**src/rtl/pata_pio_pkg.sv**
```systemverilog
package pata_pio_pkg;
  localparam int PIO_TW = 8;

  typedef enum logic [1:0] {ST_IDLE, ST_SETUP, ST_ACT, ST_REC} pio_state_e;

  typedef struct packed {
    logic [PIO_TW-1:0] act;
    logic [PIO_TW-1:0] rec;
    logic [PIO_TW-1:0] cyc;
  } pio_tset_t;

  function automatic logic [PIO_TW-1:0] at_least_one(input logic [PIO_TW-1:0] v);
    return (v == '0) ? PIO_TW'(1) : v;
  endfunction
endpackage

```
**src/rtl/pata_timing_sel.sv**
```systemverilog
module pata_timing_sel
  import pata_pio_pkg::*;
(
  input  logic              reg8,
  input  logic [PIO_TW-1:0] act8,
  input  logic [PIO_TW-1:0] rec8,
  input  logic [PIO_TW-1:0] cyc8,
  input  logic [PIO_TW-1:0] act16,
  input  logic [PIO_TW-1:0] rec16,
  input  logic [PIO_TW-1:0] cyc16,
  output pio_tset_t         tset
);
  always_comb begin
    tset.act = at_least_one(reg8 ? act8 : act16);
    tset.rec = at_least_one(reg8 ? rec8 : rec16);
    tset.cyc = at_least_one(reg8 ? cyc8 : cyc16);
  end
endmodule

```
**src/rtl/pata_sel_decode.sv**
```systemverilog
module pata_sel_decode #(
  parameter int DA_W = 3
) (
  input  logic [DA_W+1:0] sel,
  output logic [DA_W-1:0] da,
  output logic            cs1n,
  output logic            cs0n
);
  assign da   = sel[DA_W+1:2];
  assign cs1n = sel[1];
  assign cs0n = sel[0];
endmodule

```
**src/rtl/pata_recov_calc.sv**
```systemverilog
module pata_recov_calc #(
  parameter int TW = 8,
  parameter int AW = 9
) (
  input  logic [TW-1:0] rec,
  input  logic [TW-1:0] cyc,
  input  logic [AW-1:0] act_len,
  output logic [TW-1:0] rec_len
);
  localparam int MW = ((AW > TW) ? AW : TW) + 1;

  logic [MW-1:0] cyc_x, act_x, gap;

  always_comb begin
    cyc_x   = MW'(cyc);
    act_x   = MW'(act_len);
    gap     = (cyc_x > act_x) ? (cyc_x - act_x) : '0;
    rec_len = (gap > MW'(rec)) ? TW'(gap) : rec;
  end
endmodule

```
**src/rtl/pata_pio_seq.sv**
```systemverilog
module pata_pio_seq
  import pata_pio_pkg::*;
#(
  parameter int ACT_MAX = 257,
  parameter int DW      = 16,
  parameter int DA_W    = 3,
  parameter int HOLD_W  = 2
) (
  input  logic              clk,
  input  logic              rst,
  input  logic              req,
  input  logic              req_wr,
  input  logic              req_reg8,
  input  logic [DA_W+1:0]   req_sel,
  input  logic [DW-1:0]     req_wdata,
  input  logic              iordy_en,
  input  logic [PIO_TW-1:0] t_setup,
  input  logic [PIO_TW-1:0] t_act8,
  input  logic [PIO_TW-1:0] t_rec8,
  input  logic [PIO_TW-1:0] t_cyc8,
  input  logic [PIO_TW-1:0] t_act16,
  input  logic [PIO_TW-1:0] t_rec16,
  input  logic [PIO_TW-1:0] t_cyc16,
  input  logic [HOLD_W-1:0] wr_hold,
  output logic              ata_cs0n,
  output logic              ata_cs1n,
  output logic [DA_W-1:0]   ata_da,
  output logic              ata_diorn,
  output logic              ata_diown,
  input  logic              ata_iordy,
  input  logic [DW-1:0]     dd_in,
  output logic [DW-1:0]     dd_out,
  output logic              dd_oe,
  output logic              ack,
  output logic [DW-1:0]     rdata,
  output logic              timeout_flag
);
  localparam int TMAX = (1 << PIO_TW) - 1;
  localparam int AW   = $clog2(((ACT_MAX > TMAX) ? ACT_MAX : TMAX) + 1);

  pio_state_e        state;
  pio_tset_t         tset, tset_q;
  logic [PIO_TW-1:0] cnt, rec_len;
  logic [AW-1:0]     acnt;
  logic [HOLD_W-1:0] hold_q, hcnt;
  logic              wr_q, ien_q;
  logic [DA_W-1:0]   dec_da;
  logic              dec_cs1n, dec_cs0n;
  logic              act_done;

  pata_timing_sel u_tsel (
    .reg8(req_reg8), .act8(t_act8), .rec8(t_rec8), .cyc8(t_cyc8),
    .act16(t_act16), .rec16(t_rec16), .cyc16(t_cyc16), .tset(tset)
  );

  pata_sel_decode #(.DA_W(DA_W)) u_dec (
    .sel(req_sel), .da(dec_da), .cs1n(dec_cs1n), .cs0n(dec_cs0n)
  );

  pata_recov_calc #(.TW(PIO_TW), .AW(AW)) u_rec (
    .rec(tset_q.rec), .cyc(tset_q.cyc), .act_len(acnt), .rec_len(rec_len)
  );

  // Active phase may end once the programmed time is spent and the device is
  // ready, monitoring is off, or the cap is reached.
  assign act_done = (acnt >= AW'(tset_q.act)) &&
                    (!ien_q || ata_iordy || (acnt >= AW'(ACT_MAX)));

  always_ff @(posedge clk) begin
    if (rst) begin
      state        <= ST_IDLE;
      ata_cs0n     <= 1'b1;
      ata_cs1n     <= 1'b1;
      ata_da       <= '0;
      ata_diorn    <= 1'b1;
      ata_diown    <= 1'b1;
      dd_out       <= '0;
      dd_oe        <= 1'b0;
      ack          <= 1'b0;
      rdata        <= '0;
      timeout_flag <= 1'b0;
      cnt          <= '0;
      acnt         <= '0;
      hcnt         <= '0;
      hold_q       <= '0;
      wr_q         <= 1'b0;
      ien_q        <= 1'b0;
      tset_q       <= '0;
    end else begin
      ack <= 1'b0;
      case (state)
        ST_IDLE: begin
          if (req) begin
            wr_q     <= req_wr;
            ien_q    <= iordy_en;
            tset_q   <= tset;
            hold_q   <= wr_hold;
            dd_out   <= req_wdata;
            ata_da   <= dec_da;
            ata_cs1n <= dec_cs1n;
            ata_cs0n <= dec_cs0n;
            cnt      <= at_least_one(t_setup) - PIO_TW'(1);
            state    <= ST_SETUP;
          end
        end
        ST_SETUP: begin
          if (cnt == '0) begin
            state <= ST_ACT;
            acnt  <= AW'(1);
            if (wr_q) begin
              ata_diown <= 1'b0;
              dd_oe     <= 1'b1;
            end else begin
              ata_diorn <= 1'b0;
            end
          end else begin
            cnt <= cnt - PIO_TW'(1);
          end
        end
        ST_ACT: begin
          if (act_done) begin
            ata_diorn <= 1'b1;
            ata_diown <= 1'b1;
            state     <= ST_REC;
            cnt       <= rec_len - PIO_TW'(1);
            if (!wr_q) rdata <= dd_in;
            dd_oe <= wr_q && (hold_q != '0);
            hcnt  <= hold_q - HOLD_W'(1);
            if (ien_q && !ata_iordy) timeout_flag <= 1'b1;
          end else begin
            acnt <= acnt + AW'(1);
          end
        end
        ST_REC: begin
          if (hcnt == '0) dd_oe <= 1'b0;
          else            hcnt  <= hcnt - HOLD_W'(1);
          if (cnt == '0) begin
            state    <= ST_IDLE;
            ata_cs0n <= 1'b1;
            ata_cs1n <= 1'b1;
            ata_da   <= '0;
            dd_oe    <= 1'b0;
            ack      <= 1'b1;
          end else begin
            cnt <= cnt - PIO_TW'(1);
          end
        end
        default: state <= ST_IDLE;
      endcase
    end
  end
endmodule

```
**config.mk**
```make
export PLATFORM = sky130hd
export DESIGN_NAME = pata_pio_seq
export DESIGN_NICKNAME = d
export VERILOG_FILES = /design/src/rtl/pata_pio_pkg.sv /design/src/rtl/pata_timing_sel.sv /design/src/rtl/pata_sel_decode.sv /design/src/rtl/pata_recov_calc.sv /design/src/rtl/pata_pio_seq.sv
export SDC_FILE = /design/constraint.sdc
export NUM_CORES = 1
export LEC_CHECK = 0
export BUFFER_PORTS_ARGS = -buffer_cell sky130_fd_sc_hd__buf_2
export CAP_MARGIN = 40
export CORE_MARGIN = 4
export CORE_UTILIZATION = 59
export CTS_BUF_LIST = sky130_fd_sc_hd__clkbuf_4 sky130_fd_sc_hd__clkbuf_8
export DETAILED_ROUTE_END_ITERATION = 8
export GPL_TIMING_DRIVEN = 0
export PLACE_DENSITY = 0.88
export SLEW_MARGIN = 20
export SYNTH_ARGS = -nofsm -noshare
export SYNTH_HDL_FRONTEND = slang
export SYNTH_SLANG_ARGS = --single-unit
```
**constraint.sdc**
```tcl
create_clock -name clk -period 10.4 [get_ports clk]
set_clock_uncertainty 0.1 [all_clocks]
set_input_delay 3.12 -clock clk [delete_from_list [all_inputs] [get_ports clk]]
set_output_delay 3.12 -clock clk [all_outputs]
set_load 0.02 [all_outputs]
```
==> results_dict.tcl <==
set metrics [dict create \
    synth-seq-cells 91 \
    diodes 0 \
    cts_root_buffer "clkbuf_8" \
    drv_cap 0 \
    critical_path.max_stage_delay_ns 0.55 \
    synth_common_cells "dfxtp_1 (91), nand2_1 (84), nor2_1 (79)" \
    worstMarginPinSlew_ns 0.916 \
    ys_warn_count 0 \
    insertion_delay_ns 0.37 \
    yosysSeqAreaShare_pct 34.4 \
    track_usage_pct 28.6 \
    portBuffers 142 \
    drc 0 \
    synthCells 646 \
    grt_overflow 0 \
    grt_pass1_wl_mm 24.2 \
    p_per_area_nw_per_um2 283 \
    multi_input_area_um2 3230 \
    hold_viol_final 0 \
    vias_per_cell 5.90 \
    synth-async-reset-ratio_pct 0 \
    period_needed_ns 4.96 \
    dp_hpwl_mm 11.8 \
    ys_types 69 \
    die_height_um 103 \
    rsz0062_at_grt "no" \
    num_rows 34 \
    cts_max_path_buffers 2 \
    seqCellArea_um2 1820 \
    slew_violations 0 \
    fillCellCount 696 \
    die_w_um 103 \
    start_kind "flop" \
    dieArea_um2 10600 \
    cts_inserted_buffers 9 \
    max_freq_mhz 202 \
    cts_tree "built" \
    relSlewSlack_pct 38.4 \
    wl_per_cell_um 16.2 \
    cpMaxStageDelayCell "a41oi_1" \
    synthTopCellsByArea "dfxtp_1 (34%), mux2i_1 (8.1%), ha_1 (7.3%), nand2_1 (6.0%), nor2_1 (5.6%)" \
    yosysMostFrequentCell "dfxtp_1" \
    cp_num_buf_inv 1 \
    syn_avg_cell_area_um2 8.19 \
    via_count 5385 \
    h-tree-depth 3 \
    outcome "completed" \
    crit_chain "ha_1, inv_1, fa_1, a211oi_2, nor3b_4, o21ai_1, nor3_2, ha_1, and4_1, o2bb2ai_1, a41oi_1, a311oi_1, o211ai_1, and4bb_1, nand4_1, xnor2_1, a211oi_1" \
    drt_pass1_iterations 5 \
    cts_resized 0 \
    ioPinCount 144 \
    crit_path_max_fanout 7 \
    finalPower_mw 1.79 \
    timing.final.crit_share_pct 47.7 \
    required_ns 10.58 \
    hold_class "reg2reg" \
    irDropWorstVdd_mv 0.148 \
    nets 933 \
    clk_pin_slew_ns 0.10 \
    setup_viol 0 \
    grt_max_degree 20 \
    synth_top_area_cell "dfxtp_1" \
    layout-drive-gt1-share_pct 22.5 \
    p_leak_nw 2.72 \
    drtIter0Drc 246 \
    synth_edf_count 0 \
    core_um2 8720 \
    place_congestion 0.906 \
    cts_hold_buf 0 \
    wirelength_mm 14.8 \
    critPathKind "reg2reg" \
    cp-end-kind "flop" \
    synth_top_area_share_pct 34.4 \
    cts_setup_buffers 0 \
    grt_pass1_vias 5377 \
    syn_area_um2 5290 \
    antenna_found_initial 0 \
    synth-main-ff-cell "dfxtp_1" \
    cp_common_cell "ha_1" \
    ant_nets 0 \
    cp.arrival_ns 5.14 \
    start_util_pct 60.7 \
    area_growth_pct 19.8 \
    fin_tns_setup_ns 0 \
    synth_nets 780 \
    crit_family "compound AO/OA/AOI/OAI gates" \
    cts_num_sinks 91 \
]
==> layer usage <==
metal	wire length [um]	global-route usage [%]	part of all wire, %	up-vias
met3	920	5.21	6.2	29
met1	6060	35.4	41	2533
met5	0	0	0	-
met4	348	11.1	2.4	0
met2	7480	49.3	51	199
li1	-	-	-	2624
==> final cells by class <==
| type | instances | share of cell area (%) |
|---|---|---|
| multi-input combinational | 492 | 50.9 |
| sequential | 91 | 28.7 |
| timing repair buffer | 142 | 11.2 |
| tap | 108 | 2.13 |
| clock buffer | 9 | 1.95 |
| inverter | 33 | 1.95 |
| buffer | 30 | 1.91 |
| clock inverter | 7 | 1.20 |
==> state kept, by name, indices dropped and copies added, names as in the netlist, 2 cells and up <==
name,count
cnt,8
rdata,16
state,2
hcnt,2
tset_q,24
acnt,9
ata_da,3
dd_out,16
hold_q,2
==> cell families (layout without fill, tap and decap cells) <==
family	Yosys count	count (layout)	synth area share, %
AOI/OAI and AO/OA	158	158	21.0
xor gates and xnor gates	11	11	1.82
adders and majority gates	32	32	7.71
buffers and inverters	63	221	4.63
DFF	91	91	34.4
muxes	43	43	8.13
and+or+nand+nor	248	248	22.3
==> tightest hold or removal path, stage by stage, from the launching register on <==
cell     delay, ns
dfxtp_1       0.32
nand2_1       0.05
a21oi_1       0.05
==> cell usage in the layout (no fill, tap or decap), types with 4 or more instances in the layout <==
master,n
nor2_1,79
a21oi_1,46
or2_2,4
a311oi_1,4
and4_1,4
and3_1,5
nand2_1,84
and2_1,6
nand2b_1,5
nor3b_1,5
ha_1,31
a31oi_1,7
xnor2_1,10
a21o_1,4
buf_2,142
dfxtp_1,91
a211oi_1,27
mux2i_1,43
clkbuf_1,20
nand4_1,6
buf_1,7
o21ai_1,5
o21ai_0,16
nand3_1,11
o21a_1,6
clkbuf_8,9
nor2b_1,5
nor3_1,11
nor4_1,9
inv_1,32
==> stage by stage <==
| stage | cells | hold slack, ns | util [%] | instance area, um^2 | setup WS, ns |
|---|---|---|---|---|---|
| 2_1_floorplan | 646 | 0.332 | - | 5290 | 5.56 |
| 3_3_place_gp | 896 | 0.339 | 70.4 | 6140 | 5.20 |
| 3_5_place_dp | 896 | 0.343 | 70.4 | 6140 | 5.17 |
| 4_1_cts | 912 | 0.358 | 72.7 | 6340 | 5.48 |
| 5_1_grt | 912 | 0.379 | 72.7 | 6340 | 5.01 |
| 6_report | 912 | 0.354 | 72.7 | 6340 | 5.44 |
==> where the power goes <==
| part | switching, mW | internal [mW] |
|---|---|---|
| clock network | 0.145 | 0.0961 |
| registers | 0.0565 | 0.426 |
| logic | 0.647 | 0.421 |
| total | 0.848 | 0.943 |
==> path summary, 6_finish.rpt <==
| kind | startpoint | end | slack (ns) | cells past startpoint |
|---|---|---|---|---|
| worst max register to register | acnt[0] | cnt[7] | 5.44 | 17 |
| worst max-delay path | acnt[0] | cnt[7] | 5.44 | 17 |
| worst min-delay path | ien_q | ien_q | 0.35 | 2 |
| worst min register to register | ien_q | ien_q | 0.35 | 2 |
(Power assumes the default switching activity.)
